[src/rtl/cvt_serial_pkg.sv]
package cvt_serial_pkg;

  typedef enum logic [1:0] {
    ST_IDLE   = 2'd0,
    ST_SHIFT  = 2'd1,
    ST_DONE   = 2'd2,
    ST_REFUSE = 2'd3
  } xferState_t;

  // Strobes from control to datapath
  typedef struct packed {
    logic loadLatch;   // load output shifter from stored result
    logic loadDirect;  // load output shifter straight from result input
    logic shiftOut;    // advance output shifter by one bit
    logic captureIn;   // shift one synchronized DI sample into mode word
    logic commit;      // publish captured mode word
  } dpStrobe_t;

endpackage

[src/rtl/cvt_serial_ctrl.sv]
module cvt_serial_ctrl
  import cvt_serial_pkg::*;
#(
  parameter int CFG_W = 8,
  parameter int LEN_W = 5
) (
  input  logic             clk,
  input  logic             rstN,
  input  logic             selN,
  input  logic             serClk,
  input  logic             readOnly,
  input  logic             coreBusy,
  input  logic             convDone,
  input  logic [LEN_W-1:0] curLen,
  output dpStrobe_t        strobe,
  output logic             serOutEn,
  output logic             outReady
);

  localparam logic [LEN_W-1:0] CFG_CNT = LEN_W'(CFG_W);

  logic [1:0] csSync, ckSync;
  logic       ckPrev;
  logic       csLow, ckRise, ckFall;

  xferState_t       state, stateNxt;
  logic [LEN_W-1:0] bitCnt, cntNxt;
  logic [LEN_W-1:0] xferLen, lenNxt;
  logic             roLat, roNxt;

  always_ff @(posedge clk or negedge rstN) begin
    if (!rstN) begin
      csSync <= 2'b11;
      ckSync <= 2'b00;
      ckPrev <= 1'b0;
    end else begin
      csSync <= {csSync[0], selN};
      ckSync <= {ckSync[0], serClk};
      ckPrev <= ckSync[1];
    end
  end

  assign csLow  = ~csSync[1];
  assign ckRise = ckSync[1] & ~ckPrev;
  assign ckFall = ~ckSync[1] & ckPrev;

  always_comb begin
    stateNxt = state;
    cntNxt   = bitCnt;
    lenNxt   = xferLen;
    roNxt    = roLat;
    strobe   = '0;
    if (!csLow) begin
      stateNxt = ST_IDLE;
      cntNxt   = '0;
    end else begin
      unique case (state)
        ST_IDLE: begin
          if (readOnly && coreBusy) begin
            stateNxt = ST_REFUSE;
          end else begin
            stateNxt         = ST_SHIFT;
            cntNxt           = '0;
            lenNxt           = curLen;
            roNxt            = readOnly;
            strobe.loadLatch = 1'b1;
          end
        end
        ST_SHIFT: begin
          if (ckRise) begin
            if (bitCnt < xferLen) cntNxt = bitCnt + 1'b1;
            if ((bitCnt < CFG_CNT) && !roLat) strobe.captureIn = 1'b1;
          end else if (ckFall && (bitCnt != '0)) begin
            if (bitCnt == xferLen) begin
              stateNxt      = ST_DONE;
              strobe.commit = ~roLat;
            end else begin
              strobe.shiftOut = 1'b1;
            end
          end
        end
        ST_DONE: begin
          if (convDone) begin
            stateNxt          = ST_SHIFT;
            cntNxt            = '0;
            lenNxt            = curLen;
            roNxt             = readOnly;
            strobe.loadDirect = 1'b1;
          end
        end
        default: stateNxt = ST_REFUSE;
      endcase
    end
  end

  always_ff @(posedge clk or negedge rstN) begin
    if (!rstN) begin
      state   <= ST_IDLE;
      bitCnt  <= '0;
      xferLen <= '0;
      roLat   <= 1'b0;
    end else begin
      state   <= stateNxt;
      bitCnt  <= cntNxt;
      xferLen <= lenNxt;
      roLat   <= roNxt;
    end
  end

  assign serOutEn = (state == ST_SHIFT) || (state == ST_DONE);
  assign outReady = (state != ST_SHIFT);

endmodule

[src/rtl/cvt_serial_dpath.sv]
module cvt_serial_dpath
  import cvt_serial_pkg::*;
#(
  parameter int RES_W   = 13,
  parameter int CFG_W   = 8,
  parameter int LEN_POS = 6,
  parameter int PAD     = 4,
  parameter int TRIM    = 4,
  parameter int LEN_W   = 5
) (
  input  logic             clk,
  input  logic             rstN,
  input  logic             serIn,
  input  logic             convDone,
  input  logic [RES_W-1:0] resultIn,
  input  dpStrobe_t        strobe,
  output logic             serOut,
  output logic [CFG_W-1:0] cfgWord,
  output logic             cfgStrobe,
  output logic [LEN_W-1:0] curLen
);

  localparam int OUT_W = RES_W + PAD;

  logic [1:0]       diSync;
  logic [RES_W-1:0] resLatch;
  logic [OUT_W-1:0] outShift;
  logic [CFG_W-1:0] inShift;

  always_ff @(posedge clk or negedge rstN) begin
    if (!rstN) begin
      diSync    <= '0;
      resLatch  <= '0;
      outShift  <= '0;
      inShift   <= '0;
      cfgWord   <= '0;
      cfgStrobe <= 1'b0;
    end else begin
      diSync    <= {diSync[0], serIn};
      cfgStrobe <= strobe.commit;
      if (convDone) resLatch <= resultIn;
      if (strobe.loadDirect) begin
        outShift <= {resultIn, {PAD{1'b0}}};
      end else if (strobe.loadLatch) begin
        outShift <= {resLatch, {PAD{1'b0}}};
      end else if (strobe.shiftOut) begin
        outShift <= {outShift[OUT_W-2:0], 1'b0};
      end
      if (strobe.loadDirect || strobe.loadLatch) begin
        inShift <= '0;
      end else if (strobe.captureIn) begin
        inShift <= {inShift[CFG_W-2:0], diSync[1]};
      end
      if (strobe.commit) cfgWord <= inShift;
    end
  end

  always_comb begin
    unique case (cfgWord[LEN_POS+1:LEN_POS])
      2'b01:   curLen = LEN_W'(RES_W + PAD);
      2'b10:   curLen = LEN_W'(RES_W - TRIM);
      default: curLen = LEN_W'(RES_W);
    endcase
  end

  assign serOut = outShift[OUT_W-1];

endmodule

[src/rtl/cvt_serial_slave.sv]
module cvt_serial_slave
  import cvt_serial_pkg::*;
#(
  parameter int RES_W   = 13,
  parameter int CFG_W   = 8,
  parameter int LEN_POS = 6,
  parameter int PAD     = 4,
  parameter int TRIM    = 4
) (
  input  logic             clk,
  input  logic             rstN,
  input  logic             selN,
  input  logic             serClk,
  input  logic             serIn,
  output logic             serOut,
  output logic             serOutEn,
  output logic             outReady,
  input  logic             readOnly,
  input  logic             coreBusy,
  input  logic             convDone,
  input  logic [RES_W-1:0] resultIn,
  output logic [CFG_W-1:0] cfgWord,
  output logic             cfgStrobe
);

  localparam int LEN_W = $clog2(RES_W + PAD + 1);

  dpStrobe_t        strobe;
  logic [LEN_W-1:0] curLen;

  cvt_serial_ctrl #(.CFG_W(CFG_W), .LEN_W(LEN_W)) u_ctrl (
    .clk(clk), .rstN(rstN), .selN(selN), .serClk(serClk),
    .readOnly(readOnly), .coreBusy(coreBusy), .convDone(convDone),
    .curLen(curLen), .strobe(strobe), .serOutEn(serOutEn), .outReady(outReady)
  );

  cvt_serial_dpath #(.RES_W(RES_W), .CFG_W(CFG_W), .LEN_POS(LEN_POS),
                     .PAD(PAD), .TRIM(TRIM), .LEN_W(LEN_W)) u_dpath (
    .clk(clk), .rstN(rstN), .serIn(serIn), .convDone(convDone),
    .resultIn(resultIn), .strobe(strobe), .serOut(serOut),
    .cfgWord(cfgWord), .cfgStrobe(cfgStrobe), .curLen(curLen)
  );

endmodule

[config.mk]
export PLATFORM = sky130hd
export DESIGN_NAME = cvt_serial_slave
export DESIGN_NICKNAME = d
export VERILOG_FILES = /design/src/rtl/cvt_serial_pkg.sv /design/src/rtl/cvt_serial_ctrl.sv /design/src/rtl/cvt_serial_dpath.sv /design/src/rtl/cvt_serial_slave.sv
export SDC_FILE = /design/constraint.sdc
export NUM_CORES = 1
export LEC_CHECK = 0
export BUFFER_PORTS_ARGS = -buffer_cell sky130_fd_sc_hd__buf_4
export CAP_MARGIN = 20
export CORE_MARGIN = 1
export CORE_UTILIZATION = 63
export DETAILED_ROUTE_END_ITERATION = 16
export PLACE_DENSITY = 0.85
export SYNTH_ARGS = -nofsm -noshare
export SYNTH_HDL_FRONTEND = slang
export SYNTH_SLANG_ARGS = --single-unit
[constraint.sdc]
create_clock -name clk -period 3.3 [get_ports clk]
set_input_delay 0.66 -clock clk [delete_from_list [all_inputs] [get_ports clk]]
set_output_delay 0.66 -clock clk [all_outputs]
set_load 0.005 [all_outputs]
== Word level (Yosys, flattened, before mapping) ==
Cells that the tools add are included.
Word-level totals
  register bits: 67
  logic and storage cells: 91
Operators by class
  add/subtract/negate cells: 1
  $lt $le $gt $ge: 2
  eq/ne operators: 15
  muxes and demuxes: 39
  bitwise logic cells: 6
  reductions and logical operators: 15
Operator list (number)
  $mux 17: 3
  $mux 5: 8
  $pmux 5 s2: 2
  $mux 8: 2
  $pmux 5 s3: 1
  $mux 1: 14
  $mux 2: 6
  $ne 3x1->1 const B: 4
  $ne 3x2->1 const B: 3
  $reduce_and 4->1: 2
  $pmux 2 s3: 1
  $add 5x1->5 const B: 1
  $eq 5x5->1: 1
  $lt 5x4->1 const B: 1
  $lt 5x5->1: 1
  $reduce_and 5->1: 1
  $reduce_bool 5->1: 1
  $eq 2x1->1 const B: 2
  $eq 2x2->1 const B: 2
  $ne 2x2->1 const B: 2
  $not 1->1: 4
  $reduce_bool 2->1: 2
  $reduce_bool 4->1: 1
  $logic_and 1x1->1: 3
  8 further kinds: 10

== Longest topological paths before layout ==
Gate-level depths: netlist of run 1.
  word-level depth: 10
  mapped depth: 8

== Cells and area by module ==
From an unflattened synthesis of run 1, not the netlist that was laid out.
Unflattened totals
  cells, all modules: 294
  area total of the unflattened synthesis: 3094.2 um2
Modules (own cells, without submodules)
  cvt_serial_dpath: instances 1, cells an instance 186, area each 1998.2 um2, sequential area each 1126.1 um2
  cvt_serial_ctrl: instances 1, cells an instance 108, area each 1096.1 um2, sequential area each 452.9 um2

== Worst setup path after synthesis of run 1 ==
No wires, ideal clock.
  path type: register to register
  from: register u_ctrl.state[1]
  to: register u_dpath.outShift[10]
  setup time: 0.125 ns
  arrival time: 2.085 ns
  setup slack: 1.090 ns
  stages on the path, launching flop included: 9
  cells stage by stage: dfrtp_1 -> inv_1 -> ha_1 -> buf_6 -> inv_4 -> or4b_4 -> o31ai_4 -> buf_6 -> mux2_4
Between the ends
  longest elaborated chain between the ends: 5
  elaborated cells on any way between the ends: 10
  classes of those cells: 2 x eq/ne; 6 x mux; 2 x reduce/logical
Ends and longest elaborated chain
  start, declared: line cvt_serial_ctrl.sv:26  | xferState_t state, stateNxt;
  start signal, assigned: line cvt_serial_ctrl.sv:103  | state <= stateNxt;
  $logic_not 2->1: line cvt_serial_ctrl.sv:57  | unique case (state)
  $mux 1: line cvt_serial_ctrl.sv:57
  $mux 5 (*): line cvt_serial_ctrl.sv:53  | if (!csLow) begin
  $mux 17: line cvt_serial_dpath.sv:44  | end else if (strobe.loadLatch) begin
  $mux 17: line cvt_serial_dpath.sv:42  | if (strobe.loadDirect) begin
  end signal, assigned: line cvt_serial_dpath.sv:43  | outShift <= {resultIn, {PAD{1'b0}}};
  end signal, assigned: line cvt_serial_dpath.sv:45  | outShift <= {resLatch, {PAD{1'b0}}};
  end signal, assigned: line cvt_serial_dpath.sv:47  | outShift <= {outShift[OUT_W-2:0], 1'b0};
  end, declared: line cvt_serial_dpath.sv:27  | logic [OUT_W-1:0] outShift;
Every way passes the cells marked *; elsewhere a longest branch is shown, timed or not.
A chain may end at the register's enable or synchronous reset.

== Final worst setup path of run 1 ==
  from: register u_ctrl.state[1]
  to: register u_dpath.outShift[6]
The elaborated chain is that of the path after synthesis.

==> key figures, run 1 <==
Status
  • Outcome: finished with violations
  • Failing checks: design-rule violations

Placement
  • Buffers on Ports: 32
  • DP Worst Slack: around 0.52 ns
  • Gpl congestion: 0.9285
  • Placed Instances: ~320
  • Final HPWL DP: between 3 and 4 mm

Global routing
  • Antenna violations before repair: 0
  • Grt peak-use layer: met2
  • Global-route wire length before repair: a little over 10 mm
  • GR Util met3: 0.07595
  • Total Routing Usage GR: 0.2642
  • Total gr overflow: 0
  • Met2 Usage GRT: 0.3894
  • Largest net degree at the start of global routing: between 60 and 70
  • Vias in the first global route: 2097
  • M1 GR Usage: 0.3744

Route
  • Routed WL: about 5.8 mm
  • Final ANT Viol Nets: 0
  • Via count: approximately 2100
  • DR WL/cell: about 17 um
  • Via density: 6.184
  • 1st-pass router iterations: 11
  • Initial DRC count: ~140
  • DRC violations left: 1

Synth
  • Leading cell type by number of instances after synthesis: dfrtp_1
  • Avg Synthesized Cell Area: 12.27 um^2
  • Top FF cell, synth: dfrtp_1
  • Netlist cell types: 50
  • Fraction of registers with async set/reset: 1.000
  • Number of flops mapped to enable cells by yosys: 0
  • Register bit total from synthesis: 62
  • Synth top cells by count: dfrtp_1, mux2_2, inv_1
  • Syn Nets: about 280
  • Sequential share of the synthesized area: 0.5126
  • Synth top area share: 0.4953
  • YS warnings: 0
  • Yosys top cell by area: dfrtp_1
  • Post-synthesis cell area: between 3000 and 4000 um^2
  • Top cells by area, synth: dfrtp_1, mux2_2, ha_1
  • Synthesized instance count: 247

STA
  • Final Cycle Share: 0.8497
  • RSZ-0062 raised after global routing: no
  • Slew @ Worst Pin: slightly above 1 ns
  • Final Skew: ~0.016 ns
  • Fmax: ~360 MHz
  • Max Transition Viols Final: 0
  • Final Hold Fails: 0
  • Final WS setup: around 0.5 ns
  • Final setup fails: 0
  • TNS Setup: 0 ns
  • Max transition margin: 0.3177
  • Tmin final: 2.804 ns

Hold path
  • Hold WC Path Type: reg2reg

Setup path
  • CP max FO: 13
  • CP Launch Type: flop
  • Worst Setup End Kind: flop
  • CP Buf/Inv Count: 2
  • Slowest library cell on the worst path: o31ai_4
  • Crit path arrival time: around 3 ns
  • Cell Chain, Critical Path: inv_1, ha_1, inv_4, or4b_4, o31ai_4, mux2_2
  • CP required: between 3 and 4 ns
  • Crit path kind: reg2reg
  • Worst path max stage delay: 0.70 ns
  • CP top delay family: compound AO/OA/AOI/OAI gates

Layout
  • Fillers: between 200 and 300
  • Finished Core Util: 0.7838
  • Layout cell share with drive strength beyond 1: 0.3368
  • Nets: 314
  • Layout Cells excl Fill: 337
  • Area growth from synthesis to layout: 15.68%
  • Inserted Diodes: 0

Clocking
  • Post-cts resize count: 0
  • Post-CTS Hold Buffers: 0
  • Reg clk slew, reported paths: 0.07 ns
  • Number of CTS-inserted buffers: 9
  • Buffer depth of the longest clock path: 2
  • Postcts setup bufs: 0
  • Clock sinks: 62
  • CTS tree: done
  • Root buffer cell: clkbuf_8
  • H-tree depth: 3
  • Worst-Skew Late Latency: ~0.34 ns

Power and ir drop
  • Part of the power in registers: 0.400
  • Net Sw Frac: 0.3168
  • Overall Power: between 0.002 and 0.0025 W
  • Cell-internal power: around 0.0017 W
  • Pleak: between 1.5 and 2 nW
  • Clock Power Share: 0.307
  • Power Density: 697.8 nW/um^2
  • Gate power share: 0.294
  • Switching power: between 0.0007 and 0.0008 W
  • Max VDD drop: between 0.4 and 0.5 mV

Die
  • Die width: 71.37 um
  • I/O Pins: 33
  • Die H: between 70 and 80 um
  • Initial core utilization: 0.6776
  • Row count: 24
  • Core box area: approximately 4500 um^2
  • Die area: a little over 5000 um^2

Job
  • Max-Cap Viols: 0
-- through the flow --
step,instance area (um^2),hold WS (ns)
2_1_floorplan,3032,0.3312
3_3_place_gp,3279,0.3350
3_5_place_dp,3279,0.3379
4_1_cts,3507,0.3548
5_1_grt,3507,0.3654
6_report,3507,0.3500
-- layout by cell type (no fill, tap or decap), drive strengths merged, types with 9 or more instances in the layout --
cell    netlist  final
mux2         37     37
dfrtp        60     60
a21oi        13     13
inv          22     25
buf           4     33
a22o          9      9
clkbuf        7      9
ha           13     13
nor2          9      9
o32ai        11     11
-- layer usage --
layer	vias up	wire (um)	part of all wire
met4	0	47	0.0082
met1	1042	2667	0.46
met3	4	297	0.052
met5	-	0	0
met2	60	2744	0.48
li1	978	-	-
-- cell type report --
type,count,area [um^2],share of cell area
Clock buffer,9,123.9,0.03532
Clock inverter,7,103.9,0.02961
Inverter,22,85.08,0.02426
Multi-Input combinational cell,152,1328,0.3785
Sequential cell,62,1554,0.4431
Tap cell,52,65.06,0.01855
Timing Repair Buffer,33,247.7,0.07064
-- flip-flops by register name, summed over array words and instances, names as in the netlist --
name / cells
u_dpath.outShift: 13
u_dpath.resLatch: 13
u_dpath.cfgWord: 8
u_dpath.inShift: 8
u_ctrl.bitCnt: 5
u_ctrl.xferLen: 4
u_ctrl.ckSync: 2
u_ctrl.csSync: 2
u_ctrl.state: 2
u_dpath.diSync: 2
u_ctrl.ckPrev: 1
u_ctrl.roLat: 1
u_dpath.cfgStrobe: 1
-- kinds of logic after synthesis --
group / after synthesis / share of synthesized area
fa+ha+maj: 13 / 0.05365
buf+inv: 33 / 0.04953
simple gates: 47 / 0.09740
mux: 38 / 0.1506
compound gates: 54 / 0.1362
flops: 62 / 0.5126
-- power by group through the flow --
stage          Sequential (W)  Combinational, W  Clock (W)
5_1_grt              0.000993          0.000790   0.000799
3_3_place_gp         0.000979          0.000682          0
2_1_floorplan        0.000960          0.000561          0
3_5_place_dp         0.000987          0.000712          0
4_1_cts              0.000975          0.000719   0.000766
6_report             0.000978          0.000718   0.000751
-- final timing paths --
check	from	endpoint	slack [ns]	depth (start not counted)
worst max-delay path	u_ctrl.state[1]	u_dpath.outShift[6]	0.50	6
worst min-delay path	u_ctrl.csSync[0]	u_ctrl.csSync[1]	0.35	0
worst max register to register	u_ctrl.state[1]	u_dpath.outShift[6]	0.50	6
worst min register to register	u_ctrl.csSync[0]	u_ctrl.csSync[1]	0.35	0
max in group asynchronous	rstN	u_ctrl.xferLen[0]	2.42	1
min in group asynchronous	rstN	u_dpath.resLatch[0]	0.38	1
Power figures use the tool's default switching activity.
==> run 2: changes to the inputs <==
Settings changed: ABC_AREA from default to 1, CORE_UTILIZATION 63 to 52, PLACE_DENSITY 0.85 to 0.75.
Clock period 3.3 ns to 2.4 ns, I/O delays scaled along.
==> key figures, run 2 <==
Setup path
  • Worst Setup End Kind: flop
  • FF-to-FF Start: u_ctrl.state[0]
  • Crit path kind: reg2reg
  • Crit path arrival time: 2.13 ns (-0.89 ns)
  • Reg2reg end: u_dpath.outShift[8]
  • CP required: 2.63 ns (-0.89 ns)
  • Flop-to-flop setup slack: 0.50 ns (about the same)
  • CP Launch Type: flop
  • R2R depth: 9 (+3)
  • CP max FO: 16 (+3)

Power and ir drop
  • Net Sw Frac: 0.3205 (+0.003707)
  • Gate power share: 0.260 (-0.034)
  • Pleak: 1.884 nW (+16%)
  • Clock Power Share: 0.344 (+0.037)
  • Overall Power: 0.003311 W (+35%)
  • Power Density: 930.1 nW/um^2 (+33%)
  • Cell-internal power: 0.002250 W (+35%)
  • Max VDD drop: 0.4588 mV (+2.2%)
  • Switching power: 0.001061 W (+37%)
  • Part of the power in registers: 0.396 (-0.004)

Synth
  • Leading cell type by number of instances after synthesis: nand2_1
  • Yosys top cell by area: dfrtp_1
  • Top cells by area, synth: dfrtp_1, nand2_1, ha_1
  • Fraction of registers with async set/reset: 1.000 (unchanged)
  • Synthesized instance count: 369 (+49%)
  • Avg Synthesized Cell Area: 8.212 um^2 (-33%)
  • Register bit total from synthesis: 62 (unchanged)
  • Netlist cell types: 30 (-40%)
  • YS warnings: 0 (unchanged)
  • Number of flops mapped to enable cells by yosys: 0 (unchanged)
  • Syn Nets: 403 (+43%)
  • Sequential share of the synthesized area: 0.5128 (about the same)
  • Synth top cells by count: nand2_1, dfrtp_1, inv_1
  • Synth top area share: 0.4955 (about the same)
  • Post-synthesis cell area: 3030 um^2 (about the same)
  • Top FF cell, synth: dfrtp_1

Route
  • 1st-pass router iterations: 4 (-7)
  • Via density: 5.094 (-18%)
  • Routed WL: 5.993 mm (+4.1%)
  • DR WL/cell: 12.49 um (-27%)
  • Met2 WL: 2.973 mm (+8.3%)
  • Via count: 2445 (+17%)
  • DRC violations left: 0 (-1)
  • Routed wl met3: 219 um (-26%)
  • Initial DRC count: 104 (-28%)
  • DR top layer: met4
  • WL met1: 2.714 mm (+1.8%)
  • Final ANT Viol Nets: 0 (unchanged)

Layout
  • Most common cell after layout, fill and taps aside: nand2_1
  • Commonest non-fill, non-tap cells in the layout: nand2_1, dfrtp_1, inv_1
  • Area growth from synthesis to layout: 17.46%
  • Fillers: 477 (+66%)
  • Layout cell share with drive strength beyond 1: 0.1520 (-0.1849)
  • Top flop regs: u_dpath.outShift (13), u_dpath.resLatch (13)
  • Inserted Diodes: 0 (unchanged)
  • Nets: 437 (+39%)

Clocking
  • Post-CTS Hold Buffers: 0 (unchanged)
  • Root buffer cell: clkbuf_8
  • Buffer depth of the longest clock path: 2 (unchanged)
  • Post-cts resize count: 0 (unchanged)
  • H-tree depth: 3 (unchanged)
  • CTS tree: done
  • Clock sinks: 62 (unchanged)
  • Number of CTS-inserted buffers: 9 (unchanged)
  • Reg clk slew, reported paths: 0.07 ns (about the same)
  • Postcts setup bufs: 0 (unchanged)
  • Worst-Skew Late Latency: 0.34 ns (about the same)

STA
  • Final Hold Fails: 0 (unchanged)
  • Tmin final: 1.900 ns (-0.9043 ns)
  • Max Transition Viols Final: 0 (unchanged)
  • Fmax: 526.4 MHz (+48%)
  • Final Cycle Share: 0.7915 (-0.05817)
  • Max transition margin: 0.4921 (+0.1744)
  • Slew @ Worst Pin: 0.7619 ns (-0.2555 ns)
  • Final setup fails: 0 (unchanged)
  • RSZ-0062 raised after global routing: no
  • Final Skew: 0.009032 ns (-0.006770 ns)
  • TNS Setup: 0 ns (unchanged)

Die
  • I/O Pins: 33 (unchanged)
  • Die H: 78.34 um (+9.8%)
  • Die width: 78.34 um (+9.8%)
  • Die area: 6137 um^2 (+20%)
  • Core box area: 5574 um^2 (+25%)
  • Row count: 27 (+13%)
  • Initial core utilization: 0.5437 (-0.1339)

Placement
  • Buffers on Ports: 32 (unchanged)
  • Gpl congestion: 0.8259 (-11%)
  • Final HPWL DP: 4.038 mm (+2.9%)

Global routing
  • Vias in the first global route: 2335 (+11%)
  • Largest net degree at the start of global routing: 63 (unchanged)
  • Total gr overflow: 0 (unchanged)
  • Total Routing Usage GR: 0.2177 (-0.04649)
  • Antenna violations before repair: 0 (unchanged)
  • Global-route wire length before repair: 10.37 mm (+3.0%)

Job
  • Max-Cap Viols: 0 (unchanged)

Hold path
  • Hold WC Path Type: in2async

Status
  • Outcome: finished clean
==> run 2: worst max-delay path, cell delays in order, from the launching register on <==
cell	delay [ns]
dfrtp_1	0.43
inv_1	0.10
ha_1	0.18
nand2_1	0.10
nor2_4	0.37
inv_1	0.29
nand2_1	0.14
nand2_1	0.06
nand2_1	0.06
nand2_1	0.05
==> run 2: area by class of cell <==
class                           instances  area, um^2  share of cell area
Timing Repair Buffer                   34       255.2             0.07170
Tap cell                               72       90.09             0.02531
Sequential cell                        62        1554              0.4366
Inverter                               44       165.2             0.04640
Clock buffer                           11       141.4             0.03972
Multi-Input combinational cell        252        1247              0.3504
Clock inverter                          5       106.4             0.02988
==> run 2: worst max path at each step <==
stage / depth (start not counted) / slack, ns / endpoint / from
after CTS: 9 / 0.48 / u_dpath.outShift[8] / u_ctrl.state[0]
final: 9 / 0.50 / u_dpath.outShift[8] / u_ctrl.state[0]
after detailed placement: 8 / 0.46 / u_dpath.outShift[8] / convDone
after global placement: 8 / 0.53 / u_dpath.outShift[13] / convDone
after global routing: 9 / 0.31 / u_dpath.outShift[9] / u_ctrl.state[0]
after floorplan: 9 / 0.87 / u_dpath.outShift[6] / u_ctrl.bitCnt[2]
==> run 2: cells by family after synthesis <==
| group | share of synthesized area |
|---|---|
| XOR/XNOR | 0.008672 |
| flip-flops | 0.5128 |
| AND/OR/NAND/NOR | 0.2655 |
| buffers and inverters | 0.07556 |
| AO/OA/AOI/OAI | 0.08381 |
| adder cells (fa/ha/maj) | 0.05368 |
==> run 2: metrics by stage <==
stage | area, um^2 | utilization | hold slack (ns) | instances | setup WS [ns]
5_1_grt | 3560 | 0.6386 | 0.2318 | 480 | 0.3065
3_5_place_dp | 3312 | 0.5942 | 0.3443 | 464 | 0.4637
3_3_place_gp | 3312 | 0.5942 | 0.3328 | 464 | 0.5329
2_1_floorplan | 3030 | - | 0.1844 | 369 | 0.8733
4_1_cts | 3560 | 0.6386 | 0.2371 | 480 | 0.4844
6_report | 3560 | 0.6386 | 0.1999 | 480 | 0.5003
==> run 2: power by group through the flow <==
stage               Sequential (W)  Combinational, W  Clock, W
CTS                        0.00131          0.000873   0.00116
global route               0.00133           0.00100   0.00120
detailed placement         0.00133          0.000863         0
global placement           0.00132          0.000842         0
finish                     0.00131          0.000862   0.00114
floorplan                  0.00130          0.000655         0
==> run 2: routing by layer <==
layer	vias up	track usage
li1	1228	-
met1	1162	0.2801
met2	45	0.3614
met3	10	0.04767
met4	0	0.07963
met5	-	0
==> run 3: changes to the inputs <==
Settings changed: ABC_AREA 1 to 0, CORE_UTILIZATION 52 to 58, PLACE_DENSITY 0.75 to 0.79.
Clock period 2.4 ns to 1.95 ns, I/O delays scaled along.
==> key figures, run 3 (same netlist as run 1, synthesis figures left out) <==
Status
  • Outcome: finished with violations
  • Failing checks: negative setup slack

Hold path
  • Hold WC Path Type: in2async

Placement
  • Final HPWL DP: 4.295 mm (+6.4%)
  • Placed Instances: 365 (-21%)
  • Gpl congestion: 0.8971 (+8.6%)
  • Buffers on Ports: 32 (unchanged)

STA
  • Max transition margin: 0.4839 (-0.008163)
  • Final Skew: 0.01272 ns (+0.003688 ns)
  • Fmax: 472.3 MHz (-10%)
  • Final setup fails: 17 (+17)
  • Max Transition Viols Final: 0 (unchanged)
  • RSZ-0062 raised after global routing: yes
  • Tmin final: 2.117 ns (+0.2176 ns)
  • Final WS setup: -0.1673 ns (-0.6676 ns)
  • Final Cycle Share: 1.086 (+0.2943)
  • Final Hold Fails: 0 (unchanged)
  • Slew @ Worst Pin: 0.7741 ns (+0.01224 ns)

Setup path
  • CP Launch Type: flop
  • Reg2reg end: u_ctrl.bitCnt[2]
  • Slowest library cell on the worst path: or4b_4
  • R2R depth: 8 (-1)
  • Crit path arrival time: 2.36 ns (+0.23 ns)
  • Worst Setup End Kind: flop
  • Crit path kind: reg2reg
  • Worst path max stage delay: 0.52 ns (+0.09 ns)
  • Cell Chain, Critical Path: inv_2, ha_4, inv_4, buf_4, buf_12, or4b_4, or4_4, o311ai_2
  • Flop-to-flop setup slack: -0.17 ns (-0.67 ns)
  • FF-to-FF Start: u_ctrl.state[1]
  • CP required: 2.19 ns (-0.44 ns)
  • CP max FO: 3 (-13)

Layout
  • Top flop regs: u_dpath.outShift (13), u_dpath.resLatch (13)
  • Fillers: 271 (-43%)
  • Most common cell after layout, fill and taps aside: buf_4
  • Layout cell share with drive strength beyond 1: 0.5000 (+0.3480)
  • Layout Cells excl Fill: 387 (-19%)
  • Nets: 349 (-20%)
  • Area growth from synthesis to layout: 31.04%
  • Inserted Diodes: 0 (unchanged)
  • Commonest non-fill, non-tap cells in the layout: buf_4, dfrtp_1, mux2_2

Clocking
  • Buffer depth of the longest clock path: 2 (unchanged)
  • H-tree depth: 3 (unchanged)
  • Root buffer cell: clkbuf_8
  • Number of CTS-inserted buffers: 9 (unchanged)
  • Reg clk slew, reported paths: 0.08 ns (about the same)
  • Clock sinks: 62 (unchanged)
  • Worst-Skew Late Latency: 0.34 ns (about the same)
  • CTS tree: done
  • Post-CTS Hold Buffers: 0 (unchanged)

Die
  • Die area: 5520 um^2 (-10%)
  • Die width: 74.30 um (-5.2%)
  • I/O Pins: 33 (unchanged)
  • Row count: 25 (-7.4%)
  • Initial core utilization: 0.6213 (+0.07762)
  • Die H: 74.30 um (-5.2%)
  • Core box area: 4880 um^2 (-12%)

Global routing
  • Vias in the first global route: 2337 (+0.086%)
  • Global-route wire length before repair: 11.10 mm (+7.1%)
  • Largest net degree at the start of global routing: 63 (unchanged)
  • Antenna violations before repair: 0 (unchanged)
  • Total gr overflow: 0 (unchanged)
  • Total Routing Usage GR: 0.2753 (+0.05763)

Route
  • Via density: 6.044 (+19%)
  • Routed WL: 7.250 mm (+21%)
  • 1st-pass router iterations: 5 (+1)
  • DR WL/cell: 18.73 um (+50%)
  • Final ANT Viol Nets: 0 (unchanged)
  • DRC violations left: 0 (unchanged)
  • Initial DRC count: 195 (+88%)
  • Via count: 2339 (-4.3%)

Power and ir drop
  • Overall Power: 0.004652 W (+41%)
  • Pleak: 1.832 nW (-2.8%)
  • Power Density: 1171 nW/um^2 (+26%)
  • Max VDD drop: 0.6610 mV (+44%)

Job
  • Max-Cap Viols: 0 (unchanged)
[run 3: worst max-delay path by stage]
stage | startpoint | end | slack (ns) | cells after the start
floorplan | u_ctrl.state[1] | u_dpath.outShift[10] | -0.21 | 8
global placement | u_ctrl.state[1] | u_dpath.outShift[5] | -0.11 | 7
detailed placement | u_ctrl.state[0] | u_ctrl.bitCnt[1] | -0.15 | 6
CTS | u_ctrl.state[1] | u_dpath.outShift[13] | -0.12 | 7
global route | u_ctrl.state[1] | u_ctrl.bitCnt[2] | -0.20 | 8
finish | u_ctrl.state[1] | u_ctrl.bitCnt[2] | -0.17 | 8
[run 3: power breakdown]
part | total, W | internal, W | switching (W)
logic | 0.00186 | 0.000983 | 0.000874
registers | 0.00166 | 0.00151 | 0.000155
clock network | 0.00113 | 0.000591 | 0.000539
[run 3: routing by layer]
layer  up-vias  GRT usage  part of all wire  wire, um
li1       1045          -                 -         -
met1      1177     0.3606              0.44      3171
met2        99     0.4354              0.49      3552
met3        18    0.05691             0.053       386
met4         0     0.1426             0.019       140
met5         -          0                 0         0
[run 3: cell type report]
class | instances | area (um^2) | share of cell area
sequential | 62 | 1554 | 0.3912
multi-input combinational | 152 | 1506 | 0.3792
timing repair buffer | 68 | 546.8 | 0.1376
clock buffer | 9 | 123.9 | 0.03118
inverter | 22 | 85.08 | 0.02142
tap | 67 | 83.83 | 0.02110
clock inverter | 7 | 72.57 | 0.01827
[run 3: repair_timing]
item	CTS	global route
endpoints found under the setup margin	26	39
resized for setup	15	21
buffers inserted	3	3
pin swaps	1	4
[run 3: critical path: cells and delay by family (launching register included)]
kind / cells / cell delay (ns)
AND/OR/NAND/NOR: 2 / 0.95
flip-flops: 1 / 0.40
buffers and inverters: 4 / 0.39
adder cells (fa/ha/maj): 1 / 0.15
AO/OA/AOI/OAI: 1 / 0.10
[run 3: through the flow]
step	instance area, um^2	utilization	hold slack [ns]	setup WS (ns)	TNS, ns
6_report	3973	0.8141	0.1180	-0.1673	-2.154
5_1_grt	3973	0.8141	0.1367	-0.2035	-3.018
4_1_cts	3850	0.7890	0.1406	-0.1211	-1.575
3_5_place_dp	3547	0.7269	0.3405	-0.1527	-2.916
3_3_place_gp	3547	0.7269	0.3345	-0.1088	-1.839
2_1_floorplan	3050	-	0.09441	-0.2145	-2.470
